## src/rtl/opstage_pkg.sv

```systemverilog
package opstage_pkg;

  // Table code 0 is treated as a one-byte opcode.
  function automatic logic [1:0] norm_len(input logic [1:0] raw);
    return (raw == 2'd0) ? 2'd1 : raw;
  endfunction

  // Byte availability needed for an opcode of the given length to enter M.
  function automatic logic bytes_ok(input logic [1:0] len, input logic h_ok,
                                    input logic word_ok);
    case (len)
      2'd2:    return h_ok;
      2'd3:    return h_ok && word_ok;
      default: return 1'b1;
    endcase
  endfunction

endpackage

```

## src/rtl/opstage_jh.sv

```systemverilog
module opstage_jh #(
  parameter int BYTE_W = 8
) (
  input  logic              clk,
  input  logic              rst_n,
  input  logic              flush,
  input  logic              src_vld,
  input  logic [BYTE_W-1:0] src_byte,
  input  logic              m_ld,
  input  logic [1:0]        m_ld_len,
  input  logic              m_ld_jump,
  input  logic              b_take,
  output logic              j_vld,
  output logic              j_bwait,
  output logic              h_vld,
  output logic [BYTE_W-1:0] j_byte,
  output logic [BYTE_W-1:0] h_byte,
  output logic              src_take,
  output logic              j_ld_ev,
  output logic              h_ld_ev,
  output logic              phase
);

  assign j_ld_ev  = !phase && !j_vld && !j_bwait && src_vld && !flush;
  assign h_ld_ev  = phase && !h_vld && ((j_vld && !m_ld) || j_bwait) && src_vld && !flush;
  assign src_take = j_ld_ev || h_ld_ev;

  always_ff @(posedge clk) begin
    if (!rst_n) begin
      phase   <= 1'b0;
      j_vld   <= 1'b0;
      h_vld   <= 1'b0;
      j_bwait <= 1'b0;
      j_byte  <= '0;
      h_byte  <= '0;
    end else begin
      phase <= ~phase;
      if (flush || (m_ld && m_ld_jump)) begin
        j_vld   <= 1'b0;
        h_vld   <= 1'b0;
        j_bwait <= 1'b0;
      end else begin
        if (j_ld_ev) begin
          j_vld  <= 1'b1;
          j_byte <= src_byte;
        end
        if (h_ld_ev) begin
          h_vld  <= 1'b1;
          h_byte <= src_byte;
        end
        if (m_ld) begin
          case (m_ld_len)
            2'd2: begin
              j_vld <= 1'b0;
              h_vld <= 1'b0;
            end
            2'd3: begin
              j_vld   <= 1'b0;
              h_vld   <= 1'b0;
              j_bwait <= 1'b1;
            end
            default: begin
              if (h_vld) begin
                j_byte <= h_byte;
                h_vld  <= 1'b0;
              end else begin
                j_vld <= 1'b0;
              end
            end
          endcase
        end
        if (b_take) begin
          h_vld   <= 1'b0;
          j_bwait <= 1'b0;
        end
      end
    end
  end

endmodule

```

## src/rtl/opstage_m.sv

```systemverilog
module opstage_m #(
  parameter int BYTE_W = 8,
  parameter int INFO_W = 10
) (
  input  logic              clk,
  input  logic              rst_n,
  input  logic              flush,
  input  logic              j_vld,
  input  logic              j_bwait,
  input  logic              h_vld,
  input  logic [BYTE_W-1:0] h_byte,
  input  logic              word_any,
  input  logic [1:0]        len_n,
  input  logic [INFO_W-1:0] dec_info,
  input  logic              dec_jump,
  input  logic              disp_req,
  input  logic              b_pop,
  output logic              m_ld,
  output logic [1:0]        m_len,
  output logic [BYTE_W-1:0] m_a,
  output logic [INFO_W-1:0] m_info,
  output logic              mb_vld,
  output logic [BYTE_W-1:0] mb_byte,
  output logic              disp_rdy,
  output logic              disp_ok,
  output logic              b_take
);
  import opstage_pkg::*;

  logic m_vld;
  logic m_jump;
  logic m_free;
  logic need_b;

  assign need_b   = (m_len == 2'd3) && !m_jump;
  assign disp_rdy = m_vld && (!need_b || (j_bwait && h_vld));
  assign disp_ok  = disp_req && disp_rdy && !flush;
  assign b_take   = disp_ok && need_b;
  assign m_free   = (!m_vld && !mb_vld) || (disp_ok && !b_take);
  assign m_ld     = j_vld && m_free && bytes_ok(len_n, h_vld, word_any) && !flush;

  always_ff @(posedge clk) begin
    if (!rst_n) begin
      m_vld   <= 1'b0;
      m_jump  <= 1'b0;
      m_len   <= 2'd1;
      m_a     <= '0;
      m_info  <= '0;
      mb_vld  <= 1'b0;
      mb_byte <= '0;
    end else if (flush) begin
      m_vld  <= 1'b0;
      mb_vld <= 1'b0;
    end else begin
      if (m_ld) begin
        m_vld  <= 1'b1;
        m_jump <= dec_jump;
        m_len  <= len_n;
        m_a    <= h_byte;
        m_info <= dec_info;
      end else if (disp_ok) begin
        m_vld <= 1'b0;
      end
      if (b_take) begin
        mb_vld  <= 1'b1;
        mb_byte <= h_byte;
      end else if (b_pop) begin
        mb_vld <= 1'b0;
      end
    end
  end

endmodule

```

## src/rtl/opstage_x.sv

```systemverilog
module opstage_x #(
  parameter int BYTE_W = 8,
  parameter int CNT_W  = 3
) (
  input  logic              clk,
  input  logic              rst_n,
  input  logic              flush,
  input  logic              disp_ok,
  input  logic [1:0]        m_len,
  input  logic [BYTE_W-1:0] m_a,
  input  logic              b_take,
  input  logic [BYTE_W-1:0] mb_byte,
  input  logic              opnd_rd,
  output logic              b_pop,
  output logic              opnd_vld,
  output logic [BYTE_W-1:0] opnd_byte,
  output logic [CNT_W-1:0]  rd_cnt
);
  localparam logic [CNT_W-1:0] CNT_MAX = {CNT_W{1'b1}};

  function automatic logic [CNT_W-1:0] sat_inc(input logic [CNT_W-1:0] v);
    return (v == CNT_MAX) ? v : v + 1'b1;
  endfunction

  logic [BYTE_W-1:0] x_a;
  logic [BYTE_W-1:0] x_b;
  logic              has_a;
  logic              has_b;
  logic              x_bwait;
  logic [1:0]        pos;

  assign b_pop     = opnd_rd && x_bwait && !disp_ok && !flush;
  assign opnd_vld  = (pos == 2'd0) ? has_a : ((pos == 2'd1) ? has_b : 1'b0);
  assign opnd_byte = (pos == 2'd0) ? x_a : x_b;

  always_ff @(posedge clk) begin
    if (!rst_n || flush) begin
      x_a     <= '0;
      x_b     <= '0;
      has_a   <= 1'b0;
      has_b   <= 1'b0;
      x_bwait <= 1'b0;
      pos     <= 2'd0;
      rd_cnt  <= '0;
    end else if (disp_ok) begin
      x_a     <= m_a;
      has_a   <= (m_len != 2'd1);
      has_b   <= 1'b0;
      x_bwait <= b_take;
      pos     <= 2'd0;
      rd_cnt  <= '0;
    end else if (opnd_rd) begin
      rd_cnt <= sat_inc(rd_cnt);
      if (pos != 2'd2) pos <= pos + 2'd1;
      if (x_bwait) begin
        x_b     <= mb_byte;
        has_b   <= 1'b1;
        x_bwait <= 1'b0;
      end
    end
  end

endmodule

```

## src/rtl/opstage.sv

```systemverilog
module opstage #(
  parameter int BYTE_W = 8,
  parameter int INFO_W = 10,
  parameter int CNT_W  = 3
) (
  input  logic              clk,
  input  logic              rst_n,
  input  logic              flush,
  input  logic              src_vld,
  input  logic [BYTE_W-1:0] src_byte,
  input  logic              src_word_any,
  output logic              src_take,
  output logic              fifo_drop,
  output logic [BYTE_W-1:0] dec_op,
  input  logic [1:0]        dec_len,
  input  logic              dec_jump,
  input  logic [INFO_W-1:0] dec_info,
  input  logic              disp_req,
  output logic              disp_rdy,
  output logic              not_rdy,
  output logic [INFO_W-1:0] ent_info,
  input  logic              opnd_rd,
  output logic              opnd_vld,
  output logic [BYTE_W-1:0] opnd_byte,
  output logic [CNT_W-1:0]  rd_cnt
);
  import opstage_pkg::*;

  logic              j_vld, j_bwait, h_vld, j_ld_ev, h_ld_ev, phase;
  logic [BYTE_W-1:0] j_byte, h_byte, m_a, mb_byte;
  logic              m_ld, mb_vld, disp_ok, b_take, b_pop;
  logic [1:0]        m_len, len_n;

  assign len_n     = norm_len(dec_len);
  assign dec_op    = j_byte;
  assign fifo_drop = m_ld && dec_jump;
  assign not_rdy   = disp_req && !disp_ok;

  opstage_jh #(.BYTE_W(BYTE_W)) u_jh (
    .clk(clk), .rst_n(rst_n), .flush(flush), .src_vld(src_vld), .src_byte(src_byte),
    .m_ld(m_ld), .m_ld_len(len_n), .m_ld_jump(dec_jump), .b_take(b_take),
    .j_vld(j_vld), .j_bwait(j_bwait), .h_vld(h_vld), .j_byte(j_byte), .h_byte(h_byte),
    .src_take(src_take), .j_ld_ev(j_ld_ev), .h_ld_ev(h_ld_ev), .phase(phase)
  );

  opstage_m #(.BYTE_W(BYTE_W), .INFO_W(INFO_W)) u_m (
    .clk(clk), .rst_n(rst_n), .flush(flush), .j_vld(j_vld), .j_bwait(j_bwait),
    .h_vld(h_vld), .h_byte(h_byte), .word_any(src_word_any), .len_n(len_n),
    .dec_info(dec_info), .dec_jump(dec_jump), .disp_req(disp_req), .b_pop(b_pop),
    .m_ld(m_ld), .m_len(m_len), .m_a(m_a), .m_info(ent_info), .mb_vld(mb_vld),
    .mb_byte(mb_byte), .disp_rdy(disp_rdy), .disp_ok(disp_ok), .b_take(b_take)
  );

  opstage_x #(.BYTE_W(BYTE_W), .CNT_W(CNT_W)) u_x (
    .clk(clk), .rst_n(rst_n), .flush(flush), .disp_ok(disp_ok), .m_len(m_len),
    .m_a(m_a), .b_take(b_take), .mb_byte(mb_byte), .opnd_rd(opnd_rd),
    .b_pop(b_pop), .opnd_vld(opnd_vld), .opnd_byte(opnd_byte), .rd_cnt(rd_cnt)
  );

endmodule

```

## config.mk

```make
export PLATFORM = sky130hd
export DESIGN_NAME = opstage
export DESIGN_NICKNAME = d
export VERILOG_FILES = /design/src/rtl/opstage_pkg.sv /design/src/rtl/opstage_jh.sv /design/src/rtl/opstage_m.sv /design/src/rtl/opstage_x.sv /design/src/rtl/opstage.sv
export SDC_FILE = /design/constraint.sdc
export NUM_CORES = 1
export LEC_CHECK = 0
export ABC_AREA = 1
export BUFFER_PORTS_ARGS = -buffer_cell sky130_fd_sc_hd__buf_2
export CORE_MARGIN = 1.5
export CORE_UTILIZATION = 50
export CTS_BUF_LIST = sky130_fd_sc_hd__clkbuf_8
export DETAILED_ROUTE_END_ITERATION = 7
export PLACE_DENSITY = 0.72
export SLEW_MARGIN = 20
export SYNTH_ARGS = -nofsm -noshare
export SYNTH_HDL_FRONTEND = slang
export SYNTH_HIERARCHICAL = 1
export SYNTH_SLANG_ARGS = --single-unit
```

## constraint.sdc

```tcl
create_clock -name clk -period 1.8 [get_ports clk]
set_input_delay 0.18 -clock clk [delete_from_list [all_inputs] [get_ports clk]]
set_output_delay 0.18 -clock clk [all_outputs]
set_load 0.1 [all_outputs]
```

-- Word-level counts from Yosys, hierarchy flattened
Index checks and enable logic that the tools add are counted.
- input port bits: 28
- output and inout bits: 34
- register bits after elaboration: 75
- equality and inequality tests: 7
- reduce and logical (&&, ||, !) cells: 63
- add/sub/neg operators: 2
- mux-type cells: 23
- bitwise gates (word level): 6
- operators by type and width (kind ; count):
    8-bit 2-to-1 mux ; 5
    1-bit logical AND ; 26
    1-bit 2-to-1 mux ; 16
    2-bit AND reduction ; 7
    1-bit zero test ; 13
    2-bit OR reduction ; 4
    2-bit equality test (second input constant) ; 3
    1-bit logical OR ; 6
    1-bit NOT ; 6
    2-bit nonzero test ; 3
    2-bit zero test ; 2
    3-bit by 1-bit adder with 3-bit output (second input constant) ; 1
    3-bit equality test (second input constant) ; 1
    3-bit AND reduction ; 1
    3-bit OR reduction ; 1
    2-bit by 1-bit adder with 2-bit output (second input constant) ; 1
    2-bit by 1-bit equality test with 1-bit output (second input constant) ; 1
    2-bit 2-to-1 mux ; 1
    2-bit by 1-bit inequality test with 1-bit output (second input constant) ; 1
    2-bit inequality test (second input constant) ; 1
    1-bit case mux with 2 select lines ; 1

-- Longest topological paths before layout
Gate-level depths: netlist (run 1).
- depth after elaboration: 24
- gate-level depth with buffers: 15
- gate-level depth less buffers: 14

-- Cells and area by module
The synthesis (run 1) kept the hierarchy.
- by module, submodules not included (module ; area an instance (um^2) ; seq. area each (um^2) ; instances ; cells each):
    opstage_m ; 1436.4 ; 620.6 ; 1 ; 199
    opstage_jh ; 1139.8 ; 400.4 ; 1 ; 178
    opstage_x ; 1106.1 ; 480.5 ; 1 ; 156
    opstage ; 28.8 ; 0.0 ; 1 ; 7

-- Worst setup path before layout (run 1)
Ideal clock, no wire load.
- kind: reg2out
- from: register u_x.pos[0]
- to: output opnd_byte[0]
- setup slack: -1.224 ns
- data arrival time: 2.844 ns
- path buffers: 1
- required time: 1.620 ns
- stages on the path, launching flop included: 5
- cells stage by stage: dfxtp_1 -> inv_1 -> ha_1 -> clkbuf_2 -> o21ai_0
- cells in the longest elaborated chain, start to end: 2
- RTL lines (item ; RTL line ; RTL):
    start: declaration ; opstage_x.sv:30 ; logic [1:0] pos;
    start signal: assignment ; opstage_x.sv:54 ; if (pos != 2'd2) pos <= pos + 2'd1;
    2-bit zero test ; opstage_x.sv:34 ; assign opnd_byte = (pos == 2'd0) ? x_a : x_b;
    8-bit 2-to-1 mux ; opstage_x.sv:34 ;
    end: declaration ; opstage.sv:24 ; output logic [BYTE_W-1:0] opnd_byte,
No other way between the ends.

-- Worst setup path in the final report (run 1)
- from: register u_m.m_jump
- to: output src_take
- cells in the longest elaborated chain, start to end: 21
- RTL lines (item ; RTL line ; RTL):
    start: declaration ; opstage_m.sv:31 ; logic m_jump;
    start signal: assignment ; opstage_m.sv:57 ; m_jump <= dec_jump;
    1-bit zero test (*) ; opstage_m.sv:35 ; assign need_b = (m_len == 2'd3) && !m_jump;
    1-bit logical AND (*) ; opstage_m.sv:35 ;
    1-bit zero test ; opstage_m.sv:36 ; assign disp_rdy = m_vld && (!need_b || (j_bwait && h_vld));
    1-bit logical OR ; opstage_m.sv:36 ;
    1-bit logical AND ; opstage_m.sv:36 ;
    1-bit logical AND (2 in series) ; opstage_m.sv:37 ; assign disp_ok = disp_req && disp_rdy && !flush;
    1-bit logical AND ; opstage_m.sv:38 ; assign b_take = disp_ok && need_b;
    1-bit zero test ; opstage_m.sv:39 ; assign m_free = (!m_vld && !mb_vld) || (disp_ok && !b_take);
    1-bit logical AND (*) ; opstage_m.sv:39 ;
    1-bit logical OR (*) ; opstage_m.sv:39 ;
    1-bit logical AND (*) (3 in series) ; opstage_m.sv:40 ; assign m_ld = j_vld && m_free && bytes_ok(len_n, h_vld, word_any) && !flush;
    net m_ld ; opstage.sv:31 ; logic m_ld, mb_vld, disp_ok, b_take, b_pop;
    1-bit zero test (*) ; opstage_jh.sv:25 ; assign h_ld_ev = phase && !h_vld && ((j_vld && !m_ld) || j_bwait) && src_vld && !flush;
    1-bit logical AND (*) ; opstage_jh.sv:25 ;
    1-bit logical OR (*) ; opstage_jh.sv:25 ;
    1-bit logical AND (*) (3 in series) ; opstage_jh.sv:25 ;
    1-bit logical OR (*) ; opstage_jh.sv:26 ; assign src_take = j_ld_ev || h_ld_ev;
    end: declaration ; opstage.sv:12 ; output logic src_take,
Mark *: on every way through the listed nets, which the timed path passes. The rest lies on a longest branch.

==> results of run 1 <==
==> worst paths after layout <==
check,cells past startpoint,end,slack [ps]
worst max-delay path,10,src_take,-0.9
worst min-delay path,5,u_m/m_info[4],150
worst max register to register,11,u_jh/j_byte[4],80
worst min register to register,1,u_jh/phase,460
==> tightest hold or removal path, cell delays in order <==
cell and delay (ps):
buf_2 70, inv_1 30, nand3_1 60, nand2_1 50, nor2_1 70
==> routing by layer <==
layer  vias to the layer above  part of all wire (%)  track usage, %  routed length (um)
met5                         -                     0               0                   0
met2                        64                    48            35.3                3870
met4                         0                  0.80            5.03                  64
li1                       1811                     -               -                   -
met1                      1508                    48            27.4                3840
met3                         7                   3.1            4.80                 246
==> cell usage in the layout (no fill, tap or decap), drive strengths merged <==
cell type	n
dfxtp	75
ha	5
a21boi	1
clkinvlp	2
clkbuf	9
nor3b	1
a21oi	41
o21bai	1
nand2	129
bufinv	1
inv	90
o22ai	1
nand3	39
nor3	1
nor2	87
buf	87
o21ai	23
nand3b	1
nand4	17
a211oi	1
clkinv	2
or2	1
==> report_power, final <==
group / switching (mW) / internal, mW / leakage, nW
combinational: 0.263 / 0.119 / 1.55
sequential: 0.0121 / 1.68 / 0.607
clock: 0.591 / 0.622 / 0.0923
total: 0.866 / 2.42 / 2.25
==> what timing repair did <==
| item | CTS | global route |
|---|---|---|
| resized for setup | 15 | 7 |
| pin swaps | 3 | 7 |
| endpoints found under the setup margin | 19 | 25 |
| setup buffers | 4 | 5 |
==> sequential cells by signal (all words and copies together), names as in the netlist, 3 cells and up <==
signal       cells
u_jh/h_byte      8
u_jh/j_byte      8
u_m/m_a          8
u_m/m_info      10
u_m/mb_byte      8
u_x/rd_cnt       3
u_x/x_a          8
u_x/x_b          8
==> cell type report <==
type / instances / area (um2) / share of cell area, %
clock buffers: 9 / 124 / 2.68
clock inverters: 6 / 58.8 / 1.27
inverters: 89 / 339 / 7.32
multi-input cells: 349 / 1750 / 37.9
flip-flops and latches: 75 / 1510 / 32.5
well taps: 99 / 124 / 2.68
repair buffers: 87 / 724 / 15.6
==> metrics by stage <==
step / util (%) / instances / setup WS [ps] / setup TNS [ps]
2_1_floorplan: - / 538 / -481 / -3850
3_3_place_gp: 59.7 / 691 / 92.8 / 0
3_5_place_dp: 59.7 / 691 / -39.3 / -50.9
4_1_cts: 63.3 / 710 / -46.6 / -127
5_1_grt: 64.2 / 714 / -93.7 / -432
6_report: 64.2 / 714 / -0.857 / -0.857
==> impl_metrics.tcl, run 1 <==
set metrics [dict create \
    drt-total-wl_um 8020 \
    crit_fanout 5 \
    cts_tree "built" \
    finalHoldViolCount 0 \
    path_common_cell "nand2_4" \
    worst-path-buf-inv 3 \
    status "finished with violations" \
    die_x_um 89.1 \
    grt.total_usage_pct 20.9 \
    stdcell_area_um2 4630 \
    synth.avg_cell_area_um2 6.88 \
    hold_buffers 0 \
    cellPowerDensity_nw_per_um2 710 \
    post_dp_cell_area_um2 4310 \
    cts.sinks 75 \
    clkTransAtPathRegs_ps 80 \
    synthCells 538 \
    crit_start "u_m/m_jump" \
    ys_warn_count 6 \
    setup_violations 1 \
    path_cells "inv_2, nand3_2, nand4_1, nand2_4, nand2_4, inv_6, o21bai_4, nand2_4, nand2_8, buf_12" \
    num_antenna_cells 0 \
    leakagePower_nw 2.25 \
    drv_cap 0 \
    dr_total_vias 3390 \
    holdWs_ps 154 \
    portBuffers 61 \
    fin_ws_ps -0.857 \
    hold_class "input port to flip-flop" \
    tightest_slew_ps 494 \
    globalplace.congestion 0.836 \
    cp.arrival_ps 1620 \
    clock_latency_ps 340 \
    period_minus_slack_ps 1800 \
    grt_pass1_wl_um 13200 \
    ir_drop_uv 384 \
    dr.pass1.iters 5 \
    setup.worst_path.start_class "flip-flop" \
    path_class "flip-flop to primary output" \
    fmax_mhz 555 \
    violations "negative setup slack" \
    drive_gt1_share_pct 22.6 \
    final_nets 644 \
    end_kind "primary output" \
    dieArea_um2 7930 \
    grt_setup_unrepaired "true" \
    final.setup_skew_ps 9.61 \
    cts_made_buffers 9 \
    netlist_area_um2 3700 \
    critPathTopFamily "simple AND/OR/NAND/NOR gates" \
    fillCellCount 667 \
    htreeDepth 3 \
    report.final.slew_viol_count 0 \
    antenna_found_initial 0 \
    dp_hpwl_um 5690 \
    syn-num-nets 571 \
    drcViolationCount 0 \
    cp_slowest_cell "dfxtp_2" \
    start_util_pct 51.3 \
    initialDrtViolationCount 180 \
    p_total_mw 3.29 \
    worst_hold_startpoint "dec_info[4]" \
    clockBufferDepth 2 \
    timing.rr.start "u_m/m_jump" \
    io_pins 62 \
    grt_start_max_net_pins 42 \
    vias_per_cell 4.75 \
    core_um2 7210 \
    wl_per_cell_um 11.2 \
    root_buffer "clkbuf_8" \
    die-height_um 89.1 \
    slowest_delay_ps 320 \
    relSlewSlack_pct 67.3 \
    fin_crit_sh_pct 100 \
    drt.antenna.violating_nets 0 \
    synthToLayoutAreaGrowth_pct 25.0 \
    overflow 0 \
    rows 31 \
    first_global_vias 3003 \
    critical_path_required_ps 1620 \
]
Power figures use the tool's default switching activity.
==> run 2: changes to the inputs <==
Settings changed: ABC_CLOCK_PERIOD_IN_PS from default to 1900, CORE_MARGIN 1.5 to 4, PLACE_DENSITY 0.72 to 0.69.
Clock period 1.8 ns to 1.9 ns, I/O delays scaled along.
==> run 2 against run 1 <==
The run still ends with negative setup slack left. Hold slack gained 1.6 ps. Register-to-register slack gained 20 ps. Cell area shrank 0.97%. Die area grew 12%. Clock skew shrank 3.5 ps. Setup slack lost 2.0 ps. Combinational power shrank 10%. Flip-flop and latch count is the same. Core utilization shrank 0.62 points. Non-clock buffer count shrank 3. Sequential power shrank 5%. Global-route usage shrank 1.9 points.
==> impl_metrics.tcl, run 2 (synthesis gave the netlist of run 1 again) <==
set metrics [dict create \
    final_cells 712 \
    finalHoldViolCount 0 \
    globalplace.congestion 0.862 \
    fin_ws_ps -2.84 \
    report.final.slew_viol_count 0 \
    cts_tree "built" \
    period_minus_slack_ps 1900 \
    p_total_mw 3.28 \
    clockBufferDepth 2 \
    first_global_vias 3099 \
    largest_register "u_m/m_info" \
    drcViolationCount 0 \
    hold_buffers 0 \
    setup.worst_path.start_class "flip-flop" \
    placed_cells 689 \
    hold_class "input port to flip-flop" \
    dp_slack_ps 134 \
    setup_violations 1 \
    start_util_pct 51.3 \
    clock_latency_ps 350 \
    reg2reg_depth 14 \
    initialDrtViolationCount 140 \
    drive_gt1_share_pct 22.2 \
    drt.antenna.violating_nets 0 \
    final_nets 641 \
    drt-total-wl_um 8230 \
    dp_hpwl_um 5950 \
    cellPowerDensity_nw_per_um2 715 \
    cts_made_buffers 9 \
    rrSetupSlack_ps 100 \
    portBuffers 61 \
    synthToLayoutAreaGrowth_pct 23.8 \
    tightest_slew_ps 493 \
    io_pins 62 \
    grt_start_max_net_pins 42 \
    layout_commonest_cell "nand2_1" \
    rows 31 \
    root_buffer "clkbuf_8" \
    grt_pass1_wl_um 13700 \
    setup_tns_ps -2.84 \
    antenna_found_initial 0 \
    fin_crit_sh_pct 100 \
    largest_reg_flops 10 \
    num_antenna_cells 0 \
    violations "negative setup slack" \
    min_path_cells 5 \
    leakagePower_nw 2.23 \
    wl_per_cell_um 11.6 \
    die-height_um 94.1 \
    dieArea_um2 8850 \
    final_cell_mix "123 x nand2_1, 83 x inv_1, 82 x nor2_1" \
    cts.sinks 75 \
    dr.pass1.iters 4 \
    path_class "flip-flop to primary output" \
    core_um2 7210 \
    overflow 0 \
    dr_total_vias 3411 \
    status "finished with violations" \
    drv_cap 0 \
    htreeDepth 3 \
    clkTransAtPathRegs_ps 70 \
    holdWs_ps 155 \
    ir_drop_uv 336 \
    fillCellCount 676 \
    grt.total_usage_pct 19.0 \
    cp.arrival_ps 1710 \
    grt_setup_unrepaired "true" \
    fmax_mhz 526 \
    relSlewSlack_pct 67.4 \
    critical_path_required_ps 1710 \
    crit_fanout 11 \
    end_kind "primary output" \
    vias_per_cell 4.79 \
    die_x_um 94.1 \
    final.setup_skew_ps 6.13 \
]
-- run 2: path summary, 6_finish.rpt --
check              startpoint              to
setup / recovery   u_m/m_jump         not_rdy
hold / removal    dec_info[4]   u_m/m_info[4]
setup reg to reg   u_m/m_jump  u_jh/h_byte[2]
hold reg to reg    u_jh/phase      u_jh/phase
-- run 2: stage by stage --
step	util, %	area (um2)
2_1_floorplan	-	3720
3_3_place_gp	59.2	4270
3_5_place_dp	59.2	4270
4_1_cts	62.5	4510
5_1_grt	63.5	4580
6_report	63.5	4580
-- run 2: metal layers --
layer / up-vias / track usage [%] / share of wire, %
li1: 1803 / - / -
met1: 1522 / 23.9 / 46
met2: 79 / 32.0 / 49
met3: 7 / 3.53 / 4.3
met4: 0 / 7.70 / 0.96
met5: - / 0 / 0
-- run 2: report_power, final --
group	leakage, nW	internal [mW]	switching (mW)
clock	0.111	0.737	0.598
combinational	1.51	0.102	0.242
sequential	0.607	1.59	0.0112
-- run 2: repair_timing --
action / 4_1_cts / 5_1_grt
resized for setup: 9 / 7
pin swaps: 0 / 3
setup buffers: 0 / 7
setup endpoints to repair: 12 / 12
-- run 2: critical path, cell delays in order, from the launching register on --
cell and delay [ps]:
dfxtp_2 330, inv_2 40, nand3_2 90, buf_4 150
o21ai_2 160, nor2_2 70, buf_4 170, nor2_2 170
buf_12 190
-- run 2: layout make-up --
| class | count | area (um2) | share of cell area [%] |
|---|---|---|---|
| well taps | 99 | 124 | 2.70 |
| multi-input cells | 349 | 1730 | 37.6 |
| clock inverters | 7 | 93.8 | 2.05 |
| clock buffers | 9 | 124 | 2.70 |
| flip-flops and latches | 75 | 1510 | 32.9 |
| repair buffers | 84 | 677 | 14.8 |
| inverters | 89 | 334 | 7.29 |
==> run 3: changes to the inputs <==
Settings changed: RECOVER_POWER from default to 25, SKIP_LAST_GASP from default to 1.
==> run 3 against run 2 <==
The flow now finishes without violations. Register-to-register slack barely moved. Combinational power about the same. Largest power group unchanged. Critical path depth decreased by 1. First-iteration DRC count rose by 1.4%. Hold slack barely moved. Final cell count unchanged. Flip-flop and latch count unchanged. Clock skew is essentially flat.
==> impl_metrics.tcl, run 3 (synthesis gave the netlist of run 1 again) <==
set metrics [dict create \
    finalHoldViolCount 0 \
    io_pins 62 \
    cts_tree "built" \
    tightest_slew_ps 822 \
    drt.antenna.violating_nets 0 \
    overflow 0 \
    worstHoldEndpoint "u_m/m_info[4]" \
    final.setup_skew_ps 5.69 \
    clkTransAtPathRegs_ps 70 \
    fillCellCount 676 \
    fin_crit_sh_pct 99.1 \
    synthToLayoutAreaGrowth_pct 23.7 \
    dr_total_vias 3386 \
    dr.pass1.iters 4 \
    num_antenna_cells 0 \
    largest_register "u_m/m_info" \
    clockBufferDepth 2 \
    antenna_found_initial 0 \
    die_x_um 94.1 \
    largest_reg_flops 10 \
    start_util_pct 51.3 \
    drv_cap 0 \
    die-height_um 94.1 \
    fmax_mhz 531 \
    fin_ws_ps 16.5 \
    cts_made_buffers 9 \
    drive_gt1_share_pct 22.0 \
    grt_pass1_wl_um 13700 \
    layout_commonest_cell "nand2_1" \
    wl_met1_um 3790 \
    grt_start_max_net_pins 42 \
    setup.worst_path.start_class "flip-flop" \
    drcViolationCount 0 \
    critical_path_required_ps 1710 \
    wl_met2_um 3990 \
    final_cells 712 \
    grt_setup_unrepaired "true" \
    clock_latency_ps 350 \
    timing.rr.start "u_m/m_len[1]" \
    worst-path-buf-inv 3 \
    ir_drop_uv 336 \
    hold_class "input port to flip-flop" \
    portBuffers 61 \
    dp_slack_ps 134 \
    core_um2 7210 \
    grt.total_usage_pct 19.0 \
    status "completed" \
    dp_hpwl_um 5950 \
    rows 31 \
    relSlewSlack_pct 45.2 \
    worstSetupPathDepth 7 \
    first_global_vias 3098 \
    drt-total-wl_um 8220 \
    globalplace.congestion 0.862 \
    root_buffer "clkbuf_8" \
    wl_per_cell_um 11.5 \
    period_minus_slack_ps 1880 \
    critPathTopFamily "buffers and inverters" \
    path_class "flip-flop to primary output" \
    report.final.slew_viol_count 0 \
    end_kind "primary output" \
    cellPowerDensity_nw_per_um2 715 \
    placed_cells 689 \
    path_cells "nand3_2, buf_4, o21ai_2, nor2_2, buf_4, nor2_2, buf_12" \
    htreeDepth 3 \
    leakagePower_nw 2.22 \
    dieArea_um2 8850 \
    initialDrtViolationCount 142 \
    final_nets 641 \
    reg2reg_depth 13 \
    cp_slowest_cell "dfxtp_2" \
    wl_met3_um 346 \
    rrSetupSlack_ps 100 \
    setup_violations 0 \
    worst_hold_startpoint "dec_info[4]" \
    cp.arrival_ps 1690 \
    min_path_cells 5 \
    slowest_delay_ps 350 \
    vias_per_cell 4.76 \
    final_cell_mix "123 x nand2_1, 83 x inv_1, 82 x nor2_1" \
    highest-signal-layer "met4" \
    crit_fanout 11 \
    cts.sinks 75 \
    r2r_end "u_jh/h_byte[2]" \
    p_total_mw 3.28 \
]
run 3: changes by cell type in the layout (fill, tap and decap cells not counted):
cell      delta
buf_4        -1
clkbuf_1     +1
run 3: worst max path at each step:
stage	to	start	slack (ps)
after floorplan	opnd_byte[0]	u_x/pos[0]	-390
after global placement	u_jh/j_byte[0]	u_m/m_len[1]	200
after detailed placement	u_jh/h_byte[2]	u_m/m_vld	130
after CTS	not_rdy	u_jh/j_bwait	-100
after global routing	not_rdy	u_jh/j_bwait	-80
final	not_rdy	u_m/m_len[1]	20
run 3: layout make-up:
class,instances,area [um2],area share (%)
inverter,89,334,7.29
tap,99,124,2.70
clock buffer,9,124,2.70
multi-input combinational,349,1730,37.7
clock inverter,7,93.8,2.05
sequential,75,1510,32.9
timing repair buffer,84,673,14.7
run 3: worst reg2reg max path: stages, from the launching register on:
cell and delay [ps]:
dfxtp_2 350, nand3_2 90, nand4_1 150, nand2_4 70, nand2_4 60, inv_2 40, buf_6 120, buf_4 140
a21oi_4 170, buf_4 190, nand3_4 120, nand2_1 90, inv_1 50, nor2_1 90
run 3: power by group:
part / leakage [nW] / switching, mW / total [mW] / internal (mW)
sequential: 0.607 / 0.0112 / 1.60 / 1.59
combinational: 1.51 / 0.242 / 0.343 / 0.101
clock: 0.111 / 0.598 / 1.33 / 0.737
run 3: per-stage QoR:
stage	hold slack (ps)	instance area, um2	setup TNS, ps	util (%)
finish	155	4580	0	63.5
CTS	138	4500	-195	62.4
global route	171	4580	-147	63.5
global placement	429	4270	0	59.2
floorplan	356	3720	-3130	-
detailed placement	452	4270	0	59.2
run 3: repair_timing:
item | in CTS | in global routing
setup endpoints to repair | 12 | 13
hold buffers | 0 | 0
cloned | 0 | 0
resized for setup | 5 | 11
pin swaps | 0 | 3
setup buffers | 0 | 7
run 3: per-layer routing:
metal / track usage, % / vias up
met5: 0 / -
met3: 3.53 / 8
met2: 31.9 / 77
met1: 23.8 / 1496
li1: - / 1805
met4: 7.70 / 0
